`config.mk`:
```
export PLATFORM = sky130hd
export DESIGN_NAME = rtc_irq_ctrl
export DESIGN_NICKNAME = d
export VERILOG_FILES = /design/src/rtl/rtc_irq_pkg.sv /design/src/rtl/rtc_tap_sel.sv /design/src/rtl/rtc_alarm_cmp.sv /design/src/rtl/rtc_irq_seq.sv /design/src/rtl/rtc_flag_bank.sv /design/src/rtl/rtc_irq_ctrl.sv
export SDC_FILE = /design/constraint.sdc
export NUM_CORES = 1
export LEC_CHECK = 0
export ABC_CLOCK_PERIOD_IN_PS = 2200
export CORE_MARGIN = 2
export CORE_UTILIZATION = 39
export DETAILED_ROUTE_END_ITERATION = 10
export PLACE_DENSITY = 0.86
export REMOVE_ABC_BUFFERS = 1
export SYNTH_ARGS = -nofsm -noshare
export SYNTH_HDL_FRONTEND = slang
export SYNTH_SLANG_ARGS = --single-unit
```
`constraint.sdc`:
```
create_clock -name clk -period 2.2 [get_ports clk]
set_input_delay 0.44 -clock clk [delete_from_list [all_inputs] [get_ports clk]]
set_output_delay 0.44 -clock clk [all_outputs]
set_load 0.01 [all_outputs]
```
`src/rtl/rtc_irq_pkg.sv`:
```
package rtc_irq_pkg;

    typedef enum logic [1:0] {
        ST_OFF = 2'd0,
        ST_RUN = 2'd1,
        ST_CMP = 2'd2
    } seq_state_t;

    localparam int REG_W    = 8;
    localparam int N_SRC    = 3;
    localparam int SRC_UF   = 0;
    localparam int SRC_AF   = 1;
    localparam int SRC_PF   = 2;

    localparam int BIT_IRQ  = 7;
    localparam int BIT_PF   = 6;
    localparam int BIT_AF   = 5;
    localparam int BIT_UF   = 4;
    localparam int BIT_RSV  = 3;

    localparam logic SEL_CTRL = 1'b0;
    localparam logic SEL_STAT = 1'b1;

endpackage

```
`src/rtl/rtc_tap_sel.sv`:
```
module rtc_tap_sel #(
    parameter int RATE_W = 4,
    localparam int TAP_W = (1 << RATE_W) - 1
) (
    input  logic              clk,
    input  logic              rst_n,
    input  logic [TAP_W-1:0]  taps,
    input  logic [RATE_W-1:0] rate,
    output logic              tick
);
    logic [TAP_W-1:0] prev_q;
    logic [TAP_W-1:0] rise;
    logic [TAP_W-1:0] hit;

    // every tap keeps its own history so a rate change cannot fake an edge
    always_ff @(posedge clk or negedge rst_n) begin
        if (!rst_n) begin
            prev_q <= '0;
        end else begin
            prev_q <= taps;
        end
    end

    assign rise = taps & ~prev_q;

    // rate value k picks tap k-1; rate zero matches nothing
    for (genvar k = 0; k < TAP_W; k++) begin : g_hit
        assign hit[k] = rise[k] && (rate == RATE_W'(k + 1));
    end

    assign tick = |hit;

endmodule

```
`src/rtl/rtc_alarm_cmp.sv`:
```
module rtc_alarm_cmp #(
    parameter int FIELD_W  = 8,
    parameter int N_FIELDS = 5
) (
    input  logic [N_FIELDS-1:0][FIELD_W-1:0] cur,
    input  logic [N_FIELDS-1:0][FIELD_W-1:0] alm,
    output logic                             match
);
    logic [N_FIELDS-1:0] eq;

    for (genvar i = 0; i < N_FIELDS; i++) begin : g_eq
        assign eq[i] = (cur[i] == alm[i]);
    end

    assign match = &eq;

endmodule

```
`src/rtl/rtc_irq_seq.sv`:
```
module rtc_irq_seq
    import rtc_irq_pkg::*;
(
    input  logic clk,
    input  logic rst_n,
    input  logic rtc_en,
    input  logic rtc_rst,
    input  logic upd_stb,
    output logic active,
    output logic cmp_slot
);
    seq_state_t state_q;
    seq_state_t state_d;

    // state register
    always_ff @(posedge clk or negedge rst_n) begin
        if (!rst_n) begin
            state_q <= ST_OFF;
        end else begin
            state_q <= state_d;
        end
    end

    // next state
    always_comb begin
        state_d = state_q;
        if (rtc_rst || !rtc_en) begin
            state_d = ST_OFF;                          // halt
        end else begin
            unique case (state_q)
                ST_OFF:  state_d = ST_RUN;             // go
                ST_RUN:  state_d = upd_stb ? ST_CMP : ST_RUN;
                ST_CMP:  state_d = upd_stb ? ST_CMP : ST_RUN;
                default: state_d = ST_OFF;
            endcase
        end
    end

    // outputs
    always_comb begin
        active   = 1'b0;
        cmp_slot = 1'b0;
        unique case (state_q)
            ST_OFF:  ;
            ST_RUN:  active = 1'b1;
            ST_CMP: begin
                active   = 1'b1;
                cmp_slot = 1'b1;
            end
            default: ;
        endcase
    end

endmodule

```
`src/rtl/rtc_flag_bank.sv`:
```
module rtc_flag_bank #(
    parameter int N = 3
) (
    input  logic         clk,
    input  logic         rst_n,
    input  logic [N-1:0] clr,
    input  logic [N-1:0] ev,
    input  logic         stat_rd,
    input  logic         ctrl_wr,
    input  logic [N-1:0] en_wdata,
    output logic [N-1:0] flag_q,
    output logic [N-1:0] en_q
);
    for (genvar i = 0; i < N; i++) begin : g_src
        always_ff @(posedge clk or negedge rst_n) begin
            if (!rst_n) begin
                flag_q[i] <= 1'b0;
                en_q[i]   <= 1'b0;
            end else if (clr[i]) begin
                flag_q[i] <= 1'b0;
                en_q[i]   <= 1'b0;
            end else begin
                // a new event outranks the clear-on-read
                if (ev[i]) begin
                    flag_q[i] <= 1'b1;
                end else if (stat_rd) begin
                    flag_q[i] <= 1'b0;
                end
                if (ctrl_wr) begin
                    en_q[i] <= en_wdata[i];
                end
            end
        end
    end

endmodule

```
`src/rtl/rtc_irq_ctrl.sv`:
```
module rtc_irq_ctrl
    import rtc_irq_pkg::*;
#(
    parameter int RATE_W  = 4,
    parameter int FIELD_W = 8,
    localparam int TAP_W  = (1 << RATE_W) - 1
) (
    input  logic               clk,
    input  logic               rst_n,
    input  logic               rtc_rst,
    input  logic               rtc_en,
    input  logic               ram_valid,
    input  logic               upd_stb,
    input  logic [FIELD_W-1:0] cur_sec,
    input  logic [FIELD_W-1:0] cur_min,
    input  logic [FIELD_W-1:0] cur_hour,
    input  logic [FIELD_W-1:0] cur_date,
    input  logic [FIELD_W-1:0] cur_mon,
    input  logic [FIELD_W-1:0] alm_sec,
    input  logic [FIELD_W-1:0] alm_min,
    input  logic [FIELD_W-1:0] alm_hour,
    input  logic [FIELD_W-1:0] alm_date,
    input  logic [FIELD_W-1:0] alm_mon,
    input  logic [TAP_W-1:0]   div_taps,
    input  logic [RATE_W-1:0]  rate_sel,
    input  logic               reg_wr,
    input  logic               reg_rd,
    input  logic               reg_sel,
    input  logic [REG_W-1:0]   reg_wdata,
    output logic [REG_W-1:0]   reg_rdata,
    output logic               irq
);
    localparam int N_FIELDS = 5;

    logic                             active;
    logic                             cmp_slot;
    logic                             tap_tick;
    logic                             alm_match;
    logic                             hold_w;
    logic                             stat_rd_w;
    logic                             ctrl_wr_w;
    logic [N_SRC-1:0]                 ev_w;
    logic [N_SRC-1:0]                 clr_w;
    logic [N_SRC-1:0]                 en_wdata;
    logic [N_SRC-1:0]                 flag_q;
    logic [N_SRC-1:0]                 en_q;
    logic [3:0]                       cfg_q;
    logic [REG_W-1:0]                 ctrl_view;
    logic [REG_W-1:0]                 stat_view;
    logic [REG_W-1:0]                 rdata_q;
    logic [N_FIELDS-1:0][FIELD_W-1:0] cur_v;
    logic [N_FIELDS-1:0][FIELD_W-1:0] alm_v;

    assign cur_v = {cur_mon, cur_date, cur_hour, cur_min, cur_sec};
    assign alm_v = {alm_mon, alm_date, alm_hour, alm_min, alm_sec};

    rtc_irq_seq u_seq (
        .clk      (clk),
        .rst_n    (rst_n),
        .rtc_en   (rtc_en),
        .rtc_rst  (rtc_rst),
        .upd_stb  (upd_stb),
        .active   (active),
        .cmp_slot (cmp_slot)
    );

    rtc_tap_sel #(.RATE_W(RATE_W)) u_tap (
        .clk   (clk),
        .rst_n (rst_n),
        .taps  (div_taps),
        .rate  (rate_sel),
        .tick  (tap_tick)
    );

    rtc_alarm_cmp #(.FIELD_W(FIELD_W), .N_FIELDS(N_FIELDS)) u_cmp (
        .cur   (cur_v),
        .alm   (alm_v),
        .match (alm_match)
    );

    assign hold_w    = rtc_rst || !rtc_en;
    assign stat_rd_w = reg_rd && (reg_sel == SEL_STAT);
    assign ctrl_wr_w = reg_wr && (reg_sel == SEL_CTRL);

    assign ev_w[SRC_UF]  = upd_stb && active;
    assign ev_w[SRC_AF]  = cmp_slot && alm_match && ram_valid;
    assign ev_w[SRC_PF]  = tap_tick && active;

    assign clr_w[SRC_UF] = hold_w;
    assign clr_w[SRC_AF] = !ram_valid;
    assign clr_w[SRC_PF] = hold_w;

    assign en_wdata[SRC_UF] = reg_wdata[BIT_UF];
    assign en_wdata[SRC_AF] = reg_wdata[BIT_AF];
    assign en_wdata[SRC_PF] = reg_wdata[BIT_PF];

    rtc_flag_bank #(.N(N_SRC)) u_flags (
        .clk      (clk),
        .rst_n    (rst_n),
        .clr      (clr_w),
        .ev       (ev_w),
        .stat_rd  (stat_rd_w),
        .ctrl_wr  (ctrl_wr_w),
        .en_wdata (en_wdata),
        .flag_q   (flag_q),
        .en_q     (en_q)
    );

    // control bits 7 and 2:0 are plain storage, power-up reset only
    always_ff @(posedge clk or negedge rst_n) begin
        if (!rst_n) begin
            cfg_q <= '0;
        end else if (ctrl_wr_w) begin
            cfg_q <= {reg_wdata[7], reg_wdata[2:0]};
        end
    end

    assign irq = |(flag_q & en_q);

    always_comb begin
        ctrl_view          = '0;
        ctrl_view[7]       = cfg_q[3];
        ctrl_view[BIT_PF]  = en_q[SRC_PF];
        ctrl_view[BIT_AF]  = en_q[SRC_AF];
        ctrl_view[BIT_UF]  = en_q[SRC_UF];
        ctrl_view[BIT_RSV] = 1'b0;
        ctrl_view[2:0]     = cfg_q[2:0];
    end

    always_comb begin
        stat_view          = '0;
        stat_view[BIT_IRQ] = irq;
        stat_view[BIT_PF]  = flag_q[SRC_PF];
        stat_view[BIT_AF]  = flag_q[SRC_AF];
        stat_view[BIT_UF]  = flag_q[SRC_UF];
    end

    always_ff @(posedge clk or negedge rst_n) begin
        if (!rst_n) begin
            rdata_q <= '0;
        end else if (reg_rd) begin
            rdata_q <= (reg_sel == SEL_STAT) ? stat_view : ctrl_view;
        end
    end

    assign reg_rdata = rdata_q;

endmodule

```
==> flow_summary.ini, run 1 <==
[grt]
grt_overflow = 0
grt_pass1_wl_um = 7962
grt_pass1_vias = 1720
grt_start_max_net_pins = 35
antenna_found_initial = 0
gr-usage-all-layers_pct = 19.44

[clock_tree]
ctsHtreeMaxLevel = 2
clk_latency_ns = 0.28
hold_buffers = 0
cts_resized = 0
postCtsSetupRepairBufs = 0
numCtsBuffers = 5
clockRootBuffer = clkbuf_8
clk_pin_slew_ns = 0.06
cts_tree = yes
cts.sinks = 34
clk_path_buf_depth = 2

[worst_hold_path]
hp-class = flop to flop
hold_path_depth = 1
hold_end = cfg_q[3]$_DFFE_PN0P_
hp-start = cfg_q[3]$_DFFE_PN0P_

[synth]
syn_inst = 175
ys.flop_type = dfrtp_1
seq_area_frac_synth_pct = 45.15
syn_area_um2 = 1884
avgSynthCellArea_um2 = 10.77
yosys_warnings = 0
synth.distinct_cells = 37
ys_async_sr_fraction_pct = 100.0
ys_ff_latch = 34
synth-edff-count = 0

[timing]
rsz0062_at_grt = no
min_period_ns = 2.106
finalHoldViolCount = 0
setup_tns_ns = 0
setup_violations = 0
fin_worst_skew_ns = 0.003284
drv_slew = 0
timing.final.crit_share_pct = 95.74
worst_slack_ns = 0.09363
fmax_mhz = 474.8

[worst_setup_path]
r2r-end = reg_rdata[7]$_DFFE_PN0P_
cp.depth = 3
critPathCaptureType = output port
path_cells = a222oi_1, inv_1, clkdlybuf4s50_1
cp_max_fo = 4
startpoint_type = flop
worst-r2r-cell-count = 3
path_delay_family = buffers and inverters
critical_path_class = flop to output port
cp.buffers_inverters = 2
max_stage_delay_ns = 0.48
worstPathRequired_ns = 1.76
regToRegStartpoint = u_flags.flag_q[2]$_DFFE_PN0P_
crit_slowest_cell = clkdlybuf4s50_1
crit_arrival_ns = 1.67
r2r_slack_ns = 0.88

[routing]
firstDrtPassIters = 4
drcViolationCount = 0
antenna_left = 0
drt_iter0_drc = 45
num_vias = 1729
wl_per_cell_um = 14.37
totalWireLength_um = 5116
viasPerCell = 4.857

[floorplan]
fp-row-count = 25
fp.dieH_um = 73.51
dieWidth_um = 73.51
core-area_um2 = 4692
pin_count = 125
start_util_pct = 40.16
dieArea_um2 = 5404

[finish]
diodes = 0
final_cell_area_um2 = 3272
nets = 421
drive_gt1_share_pct = 5.629
num-fill-cells = 362
layout_common_cells = clkdlybuf4s50_1, dfrtp_1, xnor2_1, xor2_1, a21oi_1
area_delta_synth_final_pct = 73.64
fin_util_pct = 69.73
layout_commonest_cell = clkdlybuf4s50_1

[run]
maxCapViolCount = 0

[power_and_ir_drop]
power_w = 0.001670
peakVddDrop_v = 0.0004555
p_per_area_nw_per_um2 = 510.6
p_leak_nw = 1.318

[placement]
gp_congestion = 0.7580
placed_cell_area_um2 = 3159
place_ws_ns = 0.03093
hpwl_um = 4306
port-buffer-count = 122

[status]
status = complete, no violations
-- through the flow --
| step | hold slack, ns | cells |
|---|---|---|
| 5_1_grt | 0.5359 | 356 |
| 6_report | 0.5061 | 356 |
| 2_1_floorplan | 0.1444 | 169 |
| 3_5_place_dp | 0.4958 | 349 |
| 3_3_place_gp | 0.4876 | 349 |
| 4_1_cts | 0.5101 | 356 |
-- worst register-to-register path, delay by kind of cell (launching register included) --
family | cells | cell delay, ns
AOI/OAI and AO/OA | 2 | 0.52
muxes | 1 | 0.27
DFF | 1 | 0.42
-- worst max path at each step --
stage	from	to	slack (ns)
after floorplan	div_taps[1]	u_flags.flag_q[2]$_DFFE_PN0P_	0.79
after global placement	rate_sel[1]	u_flags.flag_q[2]$_DFFE_PN0P_	0.06
after detailed placement	rate_sel[1]	u_flags.flag_q[2]$_DFFE_PN0P_	0.03
after CTS	u_flags.flag_q[2]$_DFFE_PN0P_	irq	0.09
after global routing	u_flags.flag_q[2]$_DFFE_PN0P_	irq	0.02
final	u_flags.flag_q[2]$_DFFE_PN0P_	irq	0.09
-- layout make-up --
| class | count | area, um^2 | share of cell area [%] |
|---|---|---|---|
| clock buffer | 6 | 82.58 | 2.524 |
| timing repair buffer | 126 | 1251 | 38.24 |
| tap | 54 | 67.56 | 2.065 |
| sequential | 34 | 850.8 | 26.00 |
| multi-input combinational | 126 | 955.9 | 29.22 |
| inverter | 9 | 33.78 | 1.033 |
| clock inverter | 1 | 30.03 | 0.9178 |
-- registers in the layout, summed over array words and instances (netlist names) --
| register | flops |
|---|---|
| reg_rdata | 7 |
| u_flags.flag_q | 3 |
| u_tap.prev_q | 15 |
| cfg_q | 4 |
| u_flags.en_q | 3 |
| u_seq.state_q | 2 |
-- where the power goes --
part | switching (W) | internal, W
clock network | 0.000205 | 0.000362
registers | 0.0000189 | 0.000667
logic | 0.000133 | 0.000284
-- synth_stat cells (all sizes together), types with 2 or more instances --
cell type   n  share of area (%)
a21oi      11                2.9
and4bb      2                1.3
buf         5                2.1
dfrtp      34                 45
ha          3                2.0
inv         9                1.8
mux2        5                3.0
mux2i       6                3.2
nand2       6                1.2
nand3b      3                1.2
nand4       6                2.0
nor2        9                1.8
nor2b       2               0.66
nor3        2               0.53
nor3b       3                1.2
nor4        6                2.0
nor4bb      5                2.7
o21ai       3               0.80
o32ai       2               0.93
xnor2      20                9.3
xor2       20                9.3
-- routing by layer --
metal / part of all wire (%) / GRT usage (%)
met3: 8.4 / 5.761
met4: 1.8 / 6.667
met1: 40 / 21.74
met2: 50 / 34.92
met5: 0 / 0
-- kinds of logic after synthesis --
kind of cell,Yosys count,synth area share [%]
muxes,11,6.175
other,1,0.1990
buffers and inverters,15,4.117
AOI/OAI and AO/OA,23,7.769
adders and majority gates,3,1.992
DFF,34,45.15
xor gates and xnor gates,40,18.59
and+or+nand+nor,48,16.00
No activity file was read; power rests on OpenSTA's default activity.
==> run 2, diff against run 1 <==
Settings changed: ABC_AREA set to 1, CORE_UTILIZATION 39 to 55, DONT_BUFFER_PORTS set to 1, PLACE_DENSITY 0.86 to 0.7.
==> flow_summary.ini, run 2 <==
[timing]
timing.final.crit_share_pct = 67.68
min_period_ns = 1.489
fmax_mhz = 671.6
worst_slack_ns = 0.7110
setup_tns_ns = 0
rsz0062_at_grt = no
setup_violations = 0
fin_worst_skew_ns = 0.001361
finalHoldViolCount = 0
whs_ns = 0.1915
drv_slew = 0

[worst_setup_path]
critPathCaptureType = output port
cp.buffers_inverters = 1
worst-r2r-cell-count = 8
regToRegStartpoint = u_seq.state_q[0]$_DFF_PN0_
path_delay_family = compound AO/OA/AOI/OAI gates
startpoint_type = flop
path_cells = inv_1, o221ai_1
crit_arrival_ns = 1.05
worstPathRequired_ns = 1.76
cp_max_fo = 2
critical_path_class = flop to output port
crit_slowest_cell = o221ai_1
crit_path_start = u_flags.flag_q[1]$_DFFE_PN0P_
cp.depth = 2
max_stage_delay_ns = 0.37

[finish]
layout_commonest_cell = nand2_1
fin_util_pct = 61.75
regMostFlops = u_tap.prev_q
largest_reg_flops = 15
drive_gt1_share_pct = 4.474
layout_common_cells = nand2_1, inv_1, dfrtp_1
diodes = 0
area_delta_synth_final_pct = 7.692
nets = 498

[synth]
synth_top_area_share_pct = 37.10
avgSynthCellArea_um2 = 6.182
ys_ff_latch = 34
syn_area_um2 = 2293
synth.distinct_cells = 21
seq_area_frac_synth_pct = 37.10
ys_async_sr_fraction_pct = 100.0
yosysTopAreaCell = dfrtp_1
yosys_warnings = 0
synth_common_cells = nand2_1, inv_1, dfrtp_1
syn_inst = 371
ys.flop_type = dfrtp_1
synth-edff-count = 0
yosysMostFrequentCell = nand2_1
yosys-top-cells-area = dfrtp_1, nand2_1, inv_1

[grt]
grt_start_max_net_pins = 35
grt_pass1_vias = 1780
grt_overflow = 0
grt_pass1_wl_um = 6941
antenna_found_initial = 0
gr-usage-all-layers_pct = 19.87

[clock_tree]
cts_tree = yes
clk_path_buf_depth = 2
clk_latency_ns = 0.27
postCtsSetupRepairBufs = 0
clockRootBuffer = clkbuf_8
ctsHtreeMaxLevel = 2
clk_pin_slew_ns = 0.06
numCtsBuffers = 5
cts.sinks = 34

[placement]
place_ws_ns = 0.9388
hpwl_um = 3625
port-buffer-count = 0
gp_congestion = 0.7720

[worst_hold_path]
hp-class = input pin to flop
hp-start = div_taps[5]
hold_path_depth = 0

[routing]
totalWireLength_um = 4367
drcViolationCount = 0
wl_per_cell_um = 10.16
firstDrtPassIters = 4
drt_iter0_drc = 34
viasPerCell = 4.628
antenna_left = 0
num_vias = 1990

[power_and_ir_drop]
power_w = 0.001330
p_leak_nw = 1.544
peakVddDrop_v = 0.0005283
p_per_area_nw_per_um2 = 538.6

[floorplan]
dieWidth_um = 68.58
pin_count = 125
start_util_pct = 57.34
fp.dieH_um = 68.58
fp-row-count = 23
core-area_um2 = 4000
dieArea_um2 = 4703

[status]
status = complete, no violations

[run]
maxCapViolCount = 0
[run 2: final timing paths]
check | slack [ns] | endpoint
min in group asynchronous | 0.63 | u_tap.prev_q[4]$_DFF_PN0_
worst min-delay path | 0.19 | u_tap.prev_q[5]$_DFF_PN0_
worst min register to register | 0.49 | cfg_q[3]$_DFFE_PN0P_
worst max-delay path | 0.71 | irq
max in group asynchronous | 1.40 | cfg_q[0]$_DFFE_PN0P_
worst max register to register | 0.95 | u_flags.flag_q[1]$_DFFE_PN0P_
[run 2: cell families (layout without fill, tap and decap cells)]
logic type	after synthesis	after routing	share of synthesized area, %
DFF	34	34	37.10
buffers and inverters	108	117	17.84
AOI/OAI and AO/OA	22	22	5.674
adders and majority gates	3	3	1.637
and+or+nand+nor	193	193	33.77
other	1	1	0.1635
xor gates and xnor gates	10	10	3.819
[run 2: worst reg2reg max path, delay by kind of cell, from the launching register on]
family          cells  cell delay, ns
fa+ha+maj           1            0.15
flops               1            0.38
compound gates      1            0.13
buf+inv             1            0.08
simple gates        5            0.44
[run 2: through the flow]
| stage | instance area, um^2 | std cells |
|---|---|---|
| after floorplan | 2286 | 370 |
| after global placement | 2349 | 420 |
| after detailed placement | 2349 | 420 |
| after CTS | 2470 | 430 |
| after global routing | 2470 | 430 |
| final | 2470 | 430 |
[run 2: layout make-up]
type | count | area (um^2)
timing repair buffer | 2 | 30.03
fill | 396 | 1530
inverter | 107 | 401.6
clock buffer | 7 | 86.33
tap | 50 | 62.56
clock inverter | 1 | 5.005
sequential | 34 | 850.8
multi-input combinational | 229 | 1033
[run 2: power by group]
part,leakage [nW],internal [W],switching [W],total (W)
Clock,0.0482,0.000252,0.000205,0.000457
Sequential,0.428,0.000662,0.0000205,0.000683
Combinational,1.07,0.0000802,0.000111,0.000191
[run 2: repair_timing]
item                                   4_1_cts  5_1_grt
hold buffers                                 2        0
endpoints found under the hold margin       34        0
resized for setup                            0        0
[run 2: routing by layer]
| metal | up-vias | GRT usage [%] | share of wire [%] |
|---|---|---|---|
| met5 | - | 0 | 0 |
| met4 | 0 | 8.250 | 2.1 |
| met3 | 10 | 6.981 | 10 |
| met2 | 82 | 32.09 | 44 |
| met1 | 815 | 24.11 | 44 |
| li1 | 1083 | - | - |
==> run 3, diff against run 2 <==
Settings changed: ABC_CLOCK_PERIOD_IN_PS 2200 to 1300, PLACE_DENSITY 0.7 to 0.73.
Clock period 2.2 ns to 1.3 ns, I/O delays scaled along.
==> flow_summary.ini, run 3 (synthesized netlist as in run 2, its figures left out) <==
[worst_setup_path]
critical_path_class = flop to flop
r2r_slack_ns = 0.07
crit_arrival_ns = 1.43
r2r-end = u_flags.flag_q[1]$_DFFE_PN0P_
worstPathRequired_ns = 1.50
critPathCaptureType = flop
cp_max_fo = 2
startpoint_type = flop
worst-r2r-cell-count = 8
regToRegStartpoint = u_seq.state_q[0]$_DFF_PN0_

[placement]
gp_congestion = 0.7661
placed_cell_area_um2 = 2349
place_ws_ns = 0.07196
port-buffer-count = 0
hpwl_um = 3717

[finish]
final_cell_area_um2 = 2638
drive_gt1_share_pct = 5.584
largest_reg_flops = 15
num-fill-cells = 357
layout_common_cells = nand2_1, inv_1, dfrtp_1
area_delta_synth_final_pct = 15.00
nets = 513
regMostFlops = u_tap.prev_q
layout_commonest_cell = nand2_1
diodes = 0

[floorplan]
pin_count = 125
fp.dieH_um = 68.58
dieWidth_um = 68.58
start_util_pct = 57.34
core-area_um2 = 4000
dieArea_um2 = 4703
fp-row-count = 23

[clock_tree]
clk_pin_slew_ns = 0.06
clk_path_buf_depth = 2
clockRootBuffer = clkbuf_8
numCtsBuffers = 5
postCtsSetupRepairBufs = 0
cts.sinks = 34
clk_latency_ns = 0.28
cts_tree = yes
ctsHtreeMaxLevel = 2

[worst_hold_path]
hold_end = u_flags.flag_q[1]$_DFFE_PN0P_
hp-class = input pin to flop
hold_path_depth = 2
hp-start = ram_valid

[power_and_ir_drop]
cell_internal_pwr_w = 0.001653
seqPwrFrac_pct = 51.5
combPwrFrac_pct = 16.5
p_leak_nw = 1.596
p_clk_share_pct = 32.0
peakVddDrop_v = 0.0007343
p_per_area_nw_per_um2 = 850.5
p_switching_w = 0.0005902
switching_share_pct = 26.31

[timing]
drv_slew = 0
rsz0062_at_grt = yes
finalHoldViolCount = 0
worst_slack_ns = 0.07011
timing.final.crit_share_pct = 94.61
fin_worst_skew_ns = 0.003111
min_period_ns = 1.230
fmax_mhz = 813.1
setup_violations = 0

[routing]
drt_iter0_drc = 68
wl_per_cell_um = 11.19
num_vias = 2082
antenna_left = 0
totalWireLength_um = 4967
firstDrtPassIters = 6
viasPerCell = 4.689
drcViolationCount = 0

[grt]
grt_overflow = 0
grt_start_max_net_pins = 35
gr-usage-all-layers_pct = 21.57
grt_pass1_vias = 1978
antenna_found_initial = 0
grt_pass1_wl_um = 7521

[run]
maxCapViolCount = 0

[status]
status = complete, no violations
[run 3: worst max-delay path by stage]
stage,to,startpoint,slack [ns]
after global routing,u_flags.flag_q[1]$_DFFE_PN0P_,u_seq.state_q[0]$_DFF_PN0_,-0.04
after CTS,u_flags.flag_q[1]$_DFFE_PN0P_,u_seq.state_q[0]$_DFF_PN0_,0.05
after detailed placement,u_flags.flag_q[1]$_DFFE_PN0P_,u_seq.state_q[0]$_DFF_PN0_,0.07
final,u_flags.flag_q[1]$_DFFE_PN0P_,u_seq.state_q[0]$_DFF_PN0_,0.07
after global placement,u_flags.flag_q[1]$_DFFE_PN0P_,u_seq.state_q[0]$_DFF_PN0_,0.12
after floorplan,u_flags.flag_q[1]$_DFFE_PN0P_,u_seq.state_q[0]$_DFF_PN0_,0.22
[run 3: metrics by stage]
step / setup TNS, ns / total power [W] / util [%] / hold WS [ns] / instances
2_1_floorplan: 0 / 0.001421 / - / -0.03559 / 370
3_3_place_gp: 0 / 0.001463 / 58.71 / -0.03499 / 420
3_5_place_dp: 0 / 0.001471 / 58.71 / -0.03507 / 420
4_1_cts: 0 / 0.002265 / 65.37 / 0.07637 / 444
5_1_grt: -0.04130 / 0.002379 / 65.94 / 0.08626 / 444
6_report: 0 / 0.002243 / 65.94 / 0.08655 / 444
[run 3: what timing repair did]
action / 4_1_cts / 5_1_grt
pin swaps: 0 / 7
hold endpoints to repair: 49 / 0
setup endpoints to repair: 1 / 1
hold buffers: 17 / 0
resized for setup: 1 / 6
[run 3: area by class of cell]
type                    count  area, um^2  area share (%)
clock buffers               6       72.57           2.751
clock inverters             1       7.507          0.2846
inverters                 107       401.6           15.23
multi-input cells         229        1062           40.28
flip-flops and latches     34       850.8           32.26
well taps                  50       62.56           2.372
repair buffers             17       180.2           6.831
[run 3: worst max-delay path: stages (launching register included)]
cell and delay, ns:
dfrtp_1 0.39, inv_2 0.08, ha_4 0.12, nand3_2 0.06, nor2_2 0.12, nand2_1 0.07
nor2_2 0.11, nand3_1 0.07, a21oi_1 0.14
[run 3: per-layer routing]
layer	vias up	global-route usage (%)	routed length, um
li1	1112	-	-
met1	878	23.68	1960
met2	79	38.82	2440
met3	13	5.682	446
met4	0	9.500	119
met5	-	0	0
[run 3: power by group through the flow]
| stage | Combinational, W | Sequential [W] | Clock (W) |
|---|---|---|---|
| after global placement | 0.000290 | 0.00117 | 0 |
| after CTS | 0.000367 | 0.00115 | 0.000744 |
| after global routing | 0.000435 | 0.00116 | 0.000783 |
| after floorplan | 0.000254 | 0.00117 | 0 |
| after detailed placement | 0.000297 | 0.00117 | 0 |
| final | 0.000370 | 0.00116 | 0.000718 |
